--- src/rtl/arb_pkg.sv ---
// Shared types of the rotating-priority bus arbiter.
// Assumes: used by every module of the arbiter, compiled first.
package arb_pkg;

    // Phase of the current grant:
    //   OWN  - grant driven, no transaction seen yet (or parked after one)
    //   XFER - granted master has started a transaction, wait for idle
    //   GAP  - all grants off for one clock before the new owner
    typedef enum logic [1:0] {
        ARB_OWN  = 2'd0,
        ARB_XFER = 2'd1,
        ARB_GAP  = 2'd2
    } arb_phase_e;

endpackage

--- src/rtl/arb_rot_pick.sv ---
// Rotating-priority search: returns the first active request after
// index 'last' in circular order, never 'last' itself.
// Assumes: req is active-high here; NREQ >= 2. A power-of-two NREQ
// wraps by truncation, any other count wraps by subtraction.
module arb_rot_pick #(
    parameter int NREQ = 8,
    localparam int IW = $clog2(NREQ)
) (
    input  logic [NREQ-1:0] req,
    input  logic [IW-1:0]   last,
    output logic [IW-1:0]   win,
    output logic            hit
);

    localparam bit POW2 = (NREQ == (1 << IW));

    generate
        if (POW2) begin : g_wrap_trunc
            logic [IW-1:0] idx;
            // Scan from farthest to nearest so the nearest hit wins.
            always_comb begin
                win = last;
                hit = 1'b0;
                idx = last;
                for (int k = NREQ - 1; k >= 1; k--) begin
                    idx = last + IW'(k);
                    if (req[idx]) begin
                        win = idx;
                        hit = 1'b1;
                    end
                end
            end
        end else begin : g_wrap_sub
            logic [IW:0] sum;
            // Same scan, index folded back into range by subtraction.
            always_comb begin
                win = last;
                hit = 1'b0;
                sum = '0;
                for (int k = NREQ - 1; k >= 1; k--) begin
                    sum = {1'b0, last} + (IW+1)'(k);
                    if (sum >= (IW+1)'(NREQ)) begin
                        sum = sum - (IW+1)'(NREQ);
                    end
                    if (req[sum[IW-1:0]]) begin
                        win = sum[IW-1:0];
                        hit = 1'b1;
                    end
                end
            end
        end
    endgenerate

endmodule

--- src/rtl/arb_wait_timer.sv ---
// Counts consecutive clocks in which the owner waits without a
// transaction while others are pending; flags the last allowed clock.
// Assumes: LIMIT >= 2; 'run' low clears the count.
module arb_wait_timer #(
    parameter int LIMIT = 16,
    localparam int CW = $clog2(LIMIT)
) (
    input  logic clk,
    input  logic rst_n,
    input  logic run,
    output logic expired
);

    localparam logic [CW-1:0] LAST = CW'(LIMIT - 1);

    logic [CW-1:0] cnt;

    // Advance while waiting, saturate at the last clock, clear otherwise.
    always_ff @(posedge clk) begin
        if (!rst_n) begin
            cnt <= '0;
        end else if (!run) begin
            cnt <= '0;
        end else if (cnt != LAST) begin
            cnt <= cnt + 1'b1;
        end
    end

    // This clock is the last of the window.
    assign expired = run && (cnt == LAST);

endmodule

--- src/rtl/arb_grant_dec.sv ---
// Turns owner index plus an enable into active-low one-hot grant lines.
// Assumes: owner < NREQ whenever 'on' is high.
module arb_grant_dec #(
    parameter int NREQ = 8,
    localparam int IW = $clog2(NREQ)
) (
    input  logic            on,
    input  logic [IW-1:0]   owner,
    output logic [NREQ-1:0] gnt_n
);

    generate
        for (genvar i = 0; i < NREQ; i++) begin : g_line
            // One line per master, low only for the enabled owner.
            assign gnt_n[i] = ~(on && (owner == IW'(i)));
        end
    endgenerate

endmodule

--- src/rtl/arb_ctrl.sv ---
// Grant phase machine and owner register of the arbiter.
// Assumes: win/hit come from a rotating search that excludes the current
// owner, and expired from a wait timer driven by timer_run.
module arb_ctrl
    import arb_pkg::*;
#(
    parameter int NREQ = 8,
    localparam int IW = $clog2(NREQ)
) (
    input  logic            clk,
    input  logic            rst_n,
    input  logic [NREQ-1:0] req_n,
    input  logic            frame_n,
    input  logic            irdy_n,
    input  logic [IW-1:0]   win,
    input  logic            hit,
    input  logic            expired,
    output logic [IW-1:0]   owner,
    output logic            gnt_on,
    output logic            timer_run
);

    arb_phase_e    phase, phase_nx;
    logic [IW-1:0] owner_nx;
    logic          used, used_nx;
    logic          owner_req;
    logic          bus_idle;

    assign owner_req = ~req_n[owner];
    assign bus_idle  = frame_n && irdy_n;
    assign gnt_on    = (phase != ARB_GAP);

    // Wait window runs only for a fresh grant that others are waiting on.
    always_comb begin
        timer_run = (phase == ARB_OWN) && !used && hit && frame_n;
    end

    // Next phase, next owner and the "transaction done" flag.
    always_comb begin
        phase_nx = phase;
        owner_nx = owner;
        used_nx  = used;
        unique case (phase)
            ARB_OWN: begin
                if (!frame_n) begin
                    phase_nx = ARB_XFER;
                end else if (hit && (!owner_req || used || expired)) begin
                    phase_nx = ARB_GAP;
                    owner_nx = win;
                end
            end
            ARB_XFER: begin
                if (bus_idle) begin
                    if (hit) begin
                        phase_nx = ARB_GAP;
                        owner_nx = win;
                    end else begin
                        phase_nx = ARB_OWN;
                        used_nx  = 1'b1;
                    end
                end
            end
            ARB_GAP: begin
                phase_nx = ARB_OWN;
                used_nx  = 1'b0;
            end
            default: begin
                phase_nx = ARB_GAP;
            end
        endcase
    end

    // State registers; reset parks the bus on the bridge (index 0).
    always_ff @(posedge clk) begin
        if (!rst_n) begin
            phase <= ARB_OWN;
            owner <= '0;
            used  <= 1'b0;
        end else begin
            phase <= phase_nx;
            owner <= owner_nx;
            used  <= used_nx;
        end
    end

endmodule

--- src/rtl/arb_rr_park.sv ---
// Top of the rotating-priority bus arbiter with parking and a
// no-start timeout. Index 0 is the bridge and the reset owner.
// Assumes: synchronous active-low reset; all request and grant lines
// are active-low; frame_n/irdy_n are the shared bus status lines.
module arb_rr_park #(
    parameter int NREQ    = 8,
    parameter int TIMEOUT = 16
) (
    input  logic            clk,
    input  logic            rst_n,
    input  logic [NREQ-1:0] req_n,
    input  logic            frame_n,
    input  logic            irdy_n,
    output logic [NREQ-1:0] gnt_n
);

    localparam int IW = $clog2(NREQ);

    logic [IW-1:0] owner;
    logic [IW-1:0] win;
    logic          hit;
    logic          expired;
    logic          timer_run;
    logic          gnt_on;

    arb_rot_pick #(.NREQ(NREQ)) u_pick (
        .req  (~req_n),
        .last (owner),
        .win  (win),
        .hit  (hit)
    );

    arb_wait_timer #(.LIMIT(TIMEOUT)) u_timer (
        .clk     (clk),
        .rst_n   (rst_n),
        .run     (timer_run),
        .expired (expired)
    );

    arb_ctrl #(.NREQ(NREQ)) u_ctrl (
        .clk       (clk),
        .rst_n     (rst_n),
        .req_n     (req_n),
        .frame_n   (frame_n),
        .irdy_n    (irdy_n),
        .win       (win),
        .hit       (hit),
        .expired   (expired),
        .owner     (owner),
        .gnt_on    (gnt_on),
        .timer_run (timer_run)
    );

    arb_grant_dec #(.NREQ(NREQ)) u_dec (
        .on    (gnt_on),
        .owner (owner),
        .gnt_n (gnt_n)
    );

endmodule

--- config.mk ---
export PLATFORM = sky130hd
export DESIGN_NAME = arb_rr_park
export DESIGN_NICKNAME = d
export VERILOG_FILES = /design/src/rtl/arb_pkg.sv /design/src/rtl/arb_rot_pick.sv /design/src/rtl/arb_wait_timer.sv /design/src/rtl/arb_grant_dec.sv /design/src/rtl/arb_ctrl.sv /design/src/rtl/arb_rr_park.sv
export SDC_FILE = /design/constraint.sdc
export NUM_CORES = 1
export LEC_CHECK = 0
export ABC_CLOCK_PERIOD_IN_PS = 6420
export BUFFER_PORTS_ARGS = -buffer_cell sky130_fd_sc_hd__buf_2
export CAP_MARGIN = 10
export CORE_UTILIZATION = 55
export CTS_BUF_LIST = sky130_fd_sc_hd__clkbuf_8
export DETAILED_ROUTE_END_ITERATION = 16
export PLACE_DENSITY = 0.77
export SYNTH_ARGS = -nofsm -noshare
export SYNTH_HDL_FRONTEND = slang
export SYNTH_SLANG_ARGS = --single-unit
--- constraint.sdc ---
create_clock -name clk -period 6.42 [get_ports clk]
set_clock_uncertainty 0.15 [all_clocks]
set_input_delay 0 -clock clk [delete_from_list [all_inputs] [get_ports clk]]
set_output_delay 0 -clock clk [all_outputs]
set_load 0.05 [all_outputs]
==> reports/results.txt, run 1 <==
status -> finished clean
CTS buffer count -> 3
chip height -> 53.5 um
Core Area -> 2500 um2
via count -> 1336
placed instance count -> 202
largest net degree at the start of global routing -> 16
Critical Path AT -> 3.80 ns
vias in the first global route -> 1170
Seq cells post-synth -> 10
Seq/Total Area, Yosys -> 13.7%
RSZ-0062 raised after global routing -> no
Die W -> 53.5 um
Syn. warnings -> 0
Hold Fails Final Rpt -> 0
hold path startpoint -> irdy_n
startpoint types -> flop
maximum net fanout on the critical path -> 15
synthesized instance count -> 158
min-delay worst type -> input pin to flop
Final Critical Period -> 3.79 ns
CTS tree -> done
power per cell area -> 527 nW/um2
commonest non-fill, non-tap cells in the layout -> 19 x buf_2, 17 x nand2_1, 13 x mux2i_1, 12 x ha_1, 11 x inv_1
DRC viols -> 0
register area -> 200 um2
total track usage -> 25.9%
top cells by area, synth -> mux4_2 15%, dfxtp_1 14%, ha_1 10%
Setup Viol. Count Final -> 0
Diodes inserted -> 0
CP endpoint kind -> flop
starting density of the core -> 58.3%
Max Transition Viols Final -> 0
Required @ worst endpoint -> 6.43 ns
Leakage -> 0.649 nW
Worst Hold Path EP -> u_ctrl.phase[0]
commonest non-fill, non-tap cell in the layout -> buf_2
root buffer cell -> clkbuf_8
EDFF count, synth -> 0
clock-pin slew on the worst setup and hold paths -> 0.05 ns
IO buf count -> 19
Via density -> 6.49
DP Wirelength -> 2700 um
Slew HR -> 53.3%
H-tree levels -> 1
CTS resizes -> 0
WS Path Type -> flop to flop
share of cells above drive strength 1 -> 24.4%
fillers -> 219
post-layout util -> 64.5%
ys flop type -> dfxtp_1
Final ANT Viol Nets -> 0
area growth from synthesis to layout -> 10.6%
Syn Nets -> 182
FF-to-FF Start -> u_ctrl.owner[0]
# clock sinks -> 10
nets@finish -> 202
I/O pin cnt -> 20
deepest clock path buffer count -> 2
DR iter-0 viols -> 38
Slew @ Worst Pin -> 0.700 ns
worst r2r path cells -> 8
max_cap viols -> 0
drt first pass iters -> 4
Post-CTS Setup Bufs -> 0
setup TNS -> 0 ns
period utilization -> 59.0%
mean post-synth cell area -> 9.23 um2
Pwr Total -> 849 uW
non-filler instance count after layout -> 206
die footprint -> 2860 um2
R2R setup slack -> 2.63 ns
first-pass GRT wire length -> 5320 um
Max rail drop VDD -> 0.286 mV
Worst R2R End -> u_timer.cnt[2]
initial antenna violation count -> 0
Yosys top cell area share -> 15.5%
fmax -> 264 MHz
clk_lat worst skew -> 0.23 ns
Yosys cell types -> 47
Cell Rows -> 18
ys async rst share -> 0%
Placer Congestion -> 0.863
DR WL/cell -> 16.6 um
hold depth -> 4
area of the mapped netlist -> 1460 um2
Synth area leader -> mux4_2
Routed WL -> 3430 um
multi-input logic area -> 1190 um2
total gr overflow -> 0
[worst max-delay path, stage by stage, from the launching register on]
cell and delay (ns):
dfxtp_1 0.77, inv_1 0.30, ha_1 0.59, mux4_2 0.55, mux2i_1 0.29, nand2b_1 0.21, nor3_2 0.09, or4b_4 0.56
nor3_2 0.19
[registers in the layout, summed over array words and instances (netlist names)]
name,cells
u_ctrl.phase,2
u_timer.cnt,4
u_ctrl.used,1
u_ctrl.owner,3
[cell usage after synthesis (all sizes together), types with 2 or more instances]
cell type / n
a211oi: 3
a21oi: 6
a31oi: 3
and2: 2
and3: 3
buf: 4
dfxtp: 10
ha: 12
inv: 11
mux2: 4
mux2i: 13
mux4: 12
nand2: 17
nand2b: 7
nand3: 5
nor2: 7
nor2b: 2
nor3: 3
o211ai: 2
o21a: 2
o21ai: 9
o31ai: 3
xor2: 2
[timing repair]
| action | in CTS | in global routing |
|---|---|---|
| hold buffers | 1 | 0 |
| endpoints found under the hold margin | 5 | 0 |
| setup endpoints to repair | 0 | 0 |
[worst max path at each step]
stage / to / cells past startpoint / slack (ns) / startpoint
3_3_place_gp: u_timer.cnt[2] / 8 / 2.81 / u_ctrl.owner[0]
4_1_cts: u_timer.cnt[2] / 8 / 2.65 / u_ctrl.owner[0]
3_5_place_dp: u_timer.cnt[2] / 8 / 2.67 / u_ctrl.owner[0]
5_1_grt: u_timer.cnt[2] / 8 / 2.42 / u_ctrl.owner[0]
2_1_floorplan: u_timer.cnt[2] / 10 / 3.21 / u_ctrl.owner[1]
6_report: u_timer.cnt[2] / 8 / 2.63 / u_ctrl.owner[0]
[cell type report]
class                   instances  area share, %
repair buffers                 20           6.52
multi-input cells             132           73.6
well taps                      30           2.33
clock buffers                   3           2.56
inverters                      11           2.56
flip-flops and latches         10           12.4
[metrics by stage]
| stage | setup WS [ns] | cell area (um2) | hold WS, ns |
|---|---|---|---|
| global placement | 2.81 | 1560 | 0.198 |
| detailed placement | 2.67 | 1560 | 0.206 |
| floorplan | 3.21 | 1460 | 0.0728 |
| finish | 2.63 | 1610 | 0.0117 |
| CTS | 2.65 | 1610 | 0.00600 |
| global route | 2.42 | 1610 | 0.00866 |
[layer usage]
| metal | wire length (um) | vias to the layer above | global-route usage [%] |
|---|---|---|---|
| met3 | 167 | 6 | 3.74 |
| met4 | 51 | 0 | 7.89 |
| met2 | 1740 | 45 | 45.6 |
| li1 | - | 640 | - |
| met5 | 0 | - | 0 |
| met1 | 1470 | 645 | 32.0 |
[cell families (layout without fill, tap and decap cells)]
logic type,Yosys count,count (layout),share of synthesized area [%]
compound gates,40,40,19.3
xor+xnor,3,3,2.32
fa+ha+maj,12,12,10.3
buf+inv,16,34,4.89
flops,10,10,13.7
mux,29,29,31.6
simple gates,48,48,17.9
[power by group]
| group | internal, mW | switching (mW) |
|---|---|---|
| Combinational | 0.287 | 0.367 |
| Sequential | 0.0787 | 0.0504 |
| Clock | 0.0411 | 0.0243 |
Note: power is estimated with default switching activity, not from simulation.
==> run 2, diff against run 1 <==
--- a/config.mk
+++ b/config.mk
@@ -5,7 +5,7 @@
 export SDC_FILE = /design/constraint.sdc
 export NUM_CORES = 1
 export LEC_CHECK = 0
-export ABC_CLOCK_PERIOD_IN_PS = 6420
+export ABC_CLOCK_PERIOD_IN_PS = 3800
 export BUFFER_PORTS_ARGS = -buffer_cell sky130_fd_sc_hd__buf_2
 export CAP_MARGIN = 10
 export CORE_UTILIZATION = 55
==> constraint.sdc (replaced) <==
create_clock -name clk -period 3.8 [get_ports clk]
set_clock_uncertainty 0.15 [all_clocks]
set_input_delay 0 -clock clk [delete_from_list [all_inputs] [get_ports clk]]
set_output_delay 0 -clock clk [all_outputs]
set_load 0.05 [all_outputs]
==> reports/results.txt, run 2 (synthesis gave the netlist of run 1 again) <==
status -> finished clean (unchanged)
DR iter-0 viols -> 41 (was 38)
FF-to-FF Start -> u_ctrl.owner[0] (unchanged)
register area -> 200 um2 (unchanged)
vias in the first global route -> 1220 (was 1170)
fmax -> 316 MHz (was 264 MHz)
Cell Rows -> 18 (unchanged)
clock-pin slew on the worst setup and hold paths -> 0.05 ns (about the same)
design area -> 1670 um2 (was 1610 um2)
Final Worst Setup Slack -> 0.632 ns (was 2.63 ns)
drt first pass iters -> 6 (was 4)
Setup Viol. Count Final -> 0 (unchanged)
I/O pin cnt -> 20 (unchanged)
CTS tree -> done (unchanged)
Max Transition Viols Final -> 0 (unchanged)
DRC viols -> 0 (unchanged)
WS Path Type -> flop to flop (unchanged)
total gr overflow -> 0 (unchanged)
Hold Fails Final Rpt -> 0 (unchanged)
fillers -> 202 (was 219)
Setup WS pre-CTS -> 0.653 ns (was 2.67 ns)
Placed Instance Area -> 1580 um2 (was 1560 um2)
Slew HR -> 69.4% (was 53.3%)
total track usage -> 27.7% (was 25.9%)
via count -> 1384 (was 1336)
root buffer cell -> clkbuf_8 (unchanged)
Diodes inserted -> 0 (unchanged)
first-pass GRT wire length -> 5590 um (was 5320 um)
hold path startpoint -> frame_n (was irdy_n)
crit-path most repeated cell -> nor3_2 (unchanged)
Critical Path AT -> 3.18 ns (was 3.80 ns)
DR WL/cell -> 16.9 um (was 16.6 um)
period utilization -> 83.4% (was 59.0%)
largest net degree at the start of global routing -> 15 (was 16)
Routed WL -> 3590 um (was 3430 um)
commonest non-fill, non-tap cells in the layout -> 19 x buf_2, 17 x nand2_1, 13 x mux2i_1, 12 x ha_1, 11 x inv_1 (unchanged)
Max stage delay on crit path -> 0.56 ns (was 0.77 ns)
Required @ worst endpoint -> 3.82 ns (was 6.43 ns)
Worst Hold Path EP -> u_ctrl.phase[0] (unchanged)
Final Critical Period -> 3.17 ns (was 3.79 ns)
min-delay worst type -> input pin to flop (unchanged)
maximum net fanout on the critical path -> 10 (was 15)
Via density -> 6.53 (was 6.49)
# clock sinks -> 10 (unchanged)
Post-CTS Setup Bufs -> 0 (unchanged)
Worst R2R End -> u_timer.cnt[2] (unchanged)
Crit path max-delay family -> simple AND/OR/NAND/NOR gates (unchanged)
multi-input logic area -> 1190 um2 (unchanged)
commonest non-fill, non-tap cell in the layout -> buf_2 (unchanged)
Final ANT Viol Nets -> 0 (unchanged)
die footprint -> 2860 um2 (unchanged)
share of cells above drive strength 1 -> 25.8% (was 24.4%)
power per cell area -> 894 nW/um2 (was 527 nW/um2)
CTS buffer count -> 3 (unchanged)
RSZ-0062 raised after global routing -> no (unchanged)
Placer Congestion -> 0.939 (was 0.863)
starting density of the core -> 58.3% (unchanged)
chip height -> 53.5 um (unchanged)
DP Wirelength -> 2780 um (was 2700 um)
max_cap viols -> 0 (unchanged)
top flop regs -> u_timer.cnt x4, u_ctrl.owner x3, u_ctrl.phase x2 (unchanged)
startpoint types -> flop (unchanged)
Pwr Total -> 1.49 mW (was 849 uW)
Core Area -> 2500 um2 (unchanged)
H-tree levels -> 1 (unchanged)
initial antenna violation count -> 0 (unchanged)
IO buf count -> 19 (unchanged)
Die W -> 53.5 um (unchanged)
clk_lat worst skew -> 0.24 ns (was 0.23 ns)
setup TNS -> 0 ns (unchanged)
area growth from synthesis to layout -> 14.4% (was 10.6%)
Max rail drop VDD -> 0.587 mV (was 0.286 mV)
Leakage -> 0.679 nW (was 0.649 nW)
nets@finish -> 207 (was 202)
deepest clock path buffer count -> 2 (unchanged)
Buf/Inv on CP -> 1 (unchanged)
hold depth -> 4 (unchanged)
max reg flops -> 4 (unchanged)
CP endpoint kind -> flop (unchanged)
Biggest register -> u_timer.cnt (unchanged)
critical-path cell list -> inv_1 -> ha_1 -> mux4_2 -> mux2i_1 -> nand2b_1 -> nor3_2 -> or4b_4 -> nor3_2 (unchanged)
worst r2r path cells -> 8 (unchanged)
Critical-path top delay cell -> ha_1 (was dfxtp_1)
WHS -> 0.0685 ns (was 0.0117 ns)
R2R setup slack -> 0.63 ns (was 2.63 ns)
Slew @ Worst Pin -> 0.455 ns (was 0.700 ns)
## run 2: worst max path at each step
stage	to	depth (start not counted)	from
after floorplan	u_timer.cnt[2]	10	u_ctrl.owner[1]
after global placement	u_timer.cnt[2]	8	u_ctrl.owner[0]
after CTS	u_timer.cnt[2]	8	u_ctrl.owner[1]
final	u_timer.cnt[2]	8	u_ctrl.owner[0]
after global routing	u_timer.cnt[2]	8	u_ctrl.owner[0]
after detailed placement	u_timer.cnt[2]	8	u_ctrl.owner[1]
## run 2: area by class of cell
cell class                 instances  share of cell area (%)
multi-input combinational        132                    71.1
sequential                        10                    12.0
timing repair buffer              25                    8.85
clock buffer                       4                    3.30
inverter                          11                    2.48
tap                               30                    2.25
## run 2: metrics by stage
step                std cells  util, %
finish                    212     66.7
CTS                       212     66.7
floorplan                 158        -
detailed placement        205     63.3
global placement          205     63.3
global route              212     66.7
## run 2: worst register-to-register path, stage by stage (launching register included)
cell	delay, ns
dfxtp_1	0.33
inv_1	0.12
ha_1	0.56
mux4_2	0.56
mux2i_1	0.32
nand2b_1	0.23
nor3_2	0.10
or4b_4	0.55
nor3_2	0.18
## run 2: what timing repair did
item,CTS,global route
endpoints found under the hold margin,5,0
hold buffers,3,0
gates resized for setup,0,0
## run 2: power by group
group          internal (mW)  total, mW  switching (mW)
sequential             0.133      0.155          0.0219
clock                 0.0915      0.138          0.0463
combinational          0.502       1.20           0.695
total                  0.727       1.49           0.764
## run 2: routing by layer
| metal | GRT usage, % | part of all wire [%] |
|---|---|---|
| met5 | 0 | 0 |
| met3 | 3.16 | 3.6 |
| met2 | 50.8 | 52 |
| met4 | 10.5 | 2.6 |
| met1 | 32.1 | 41 |
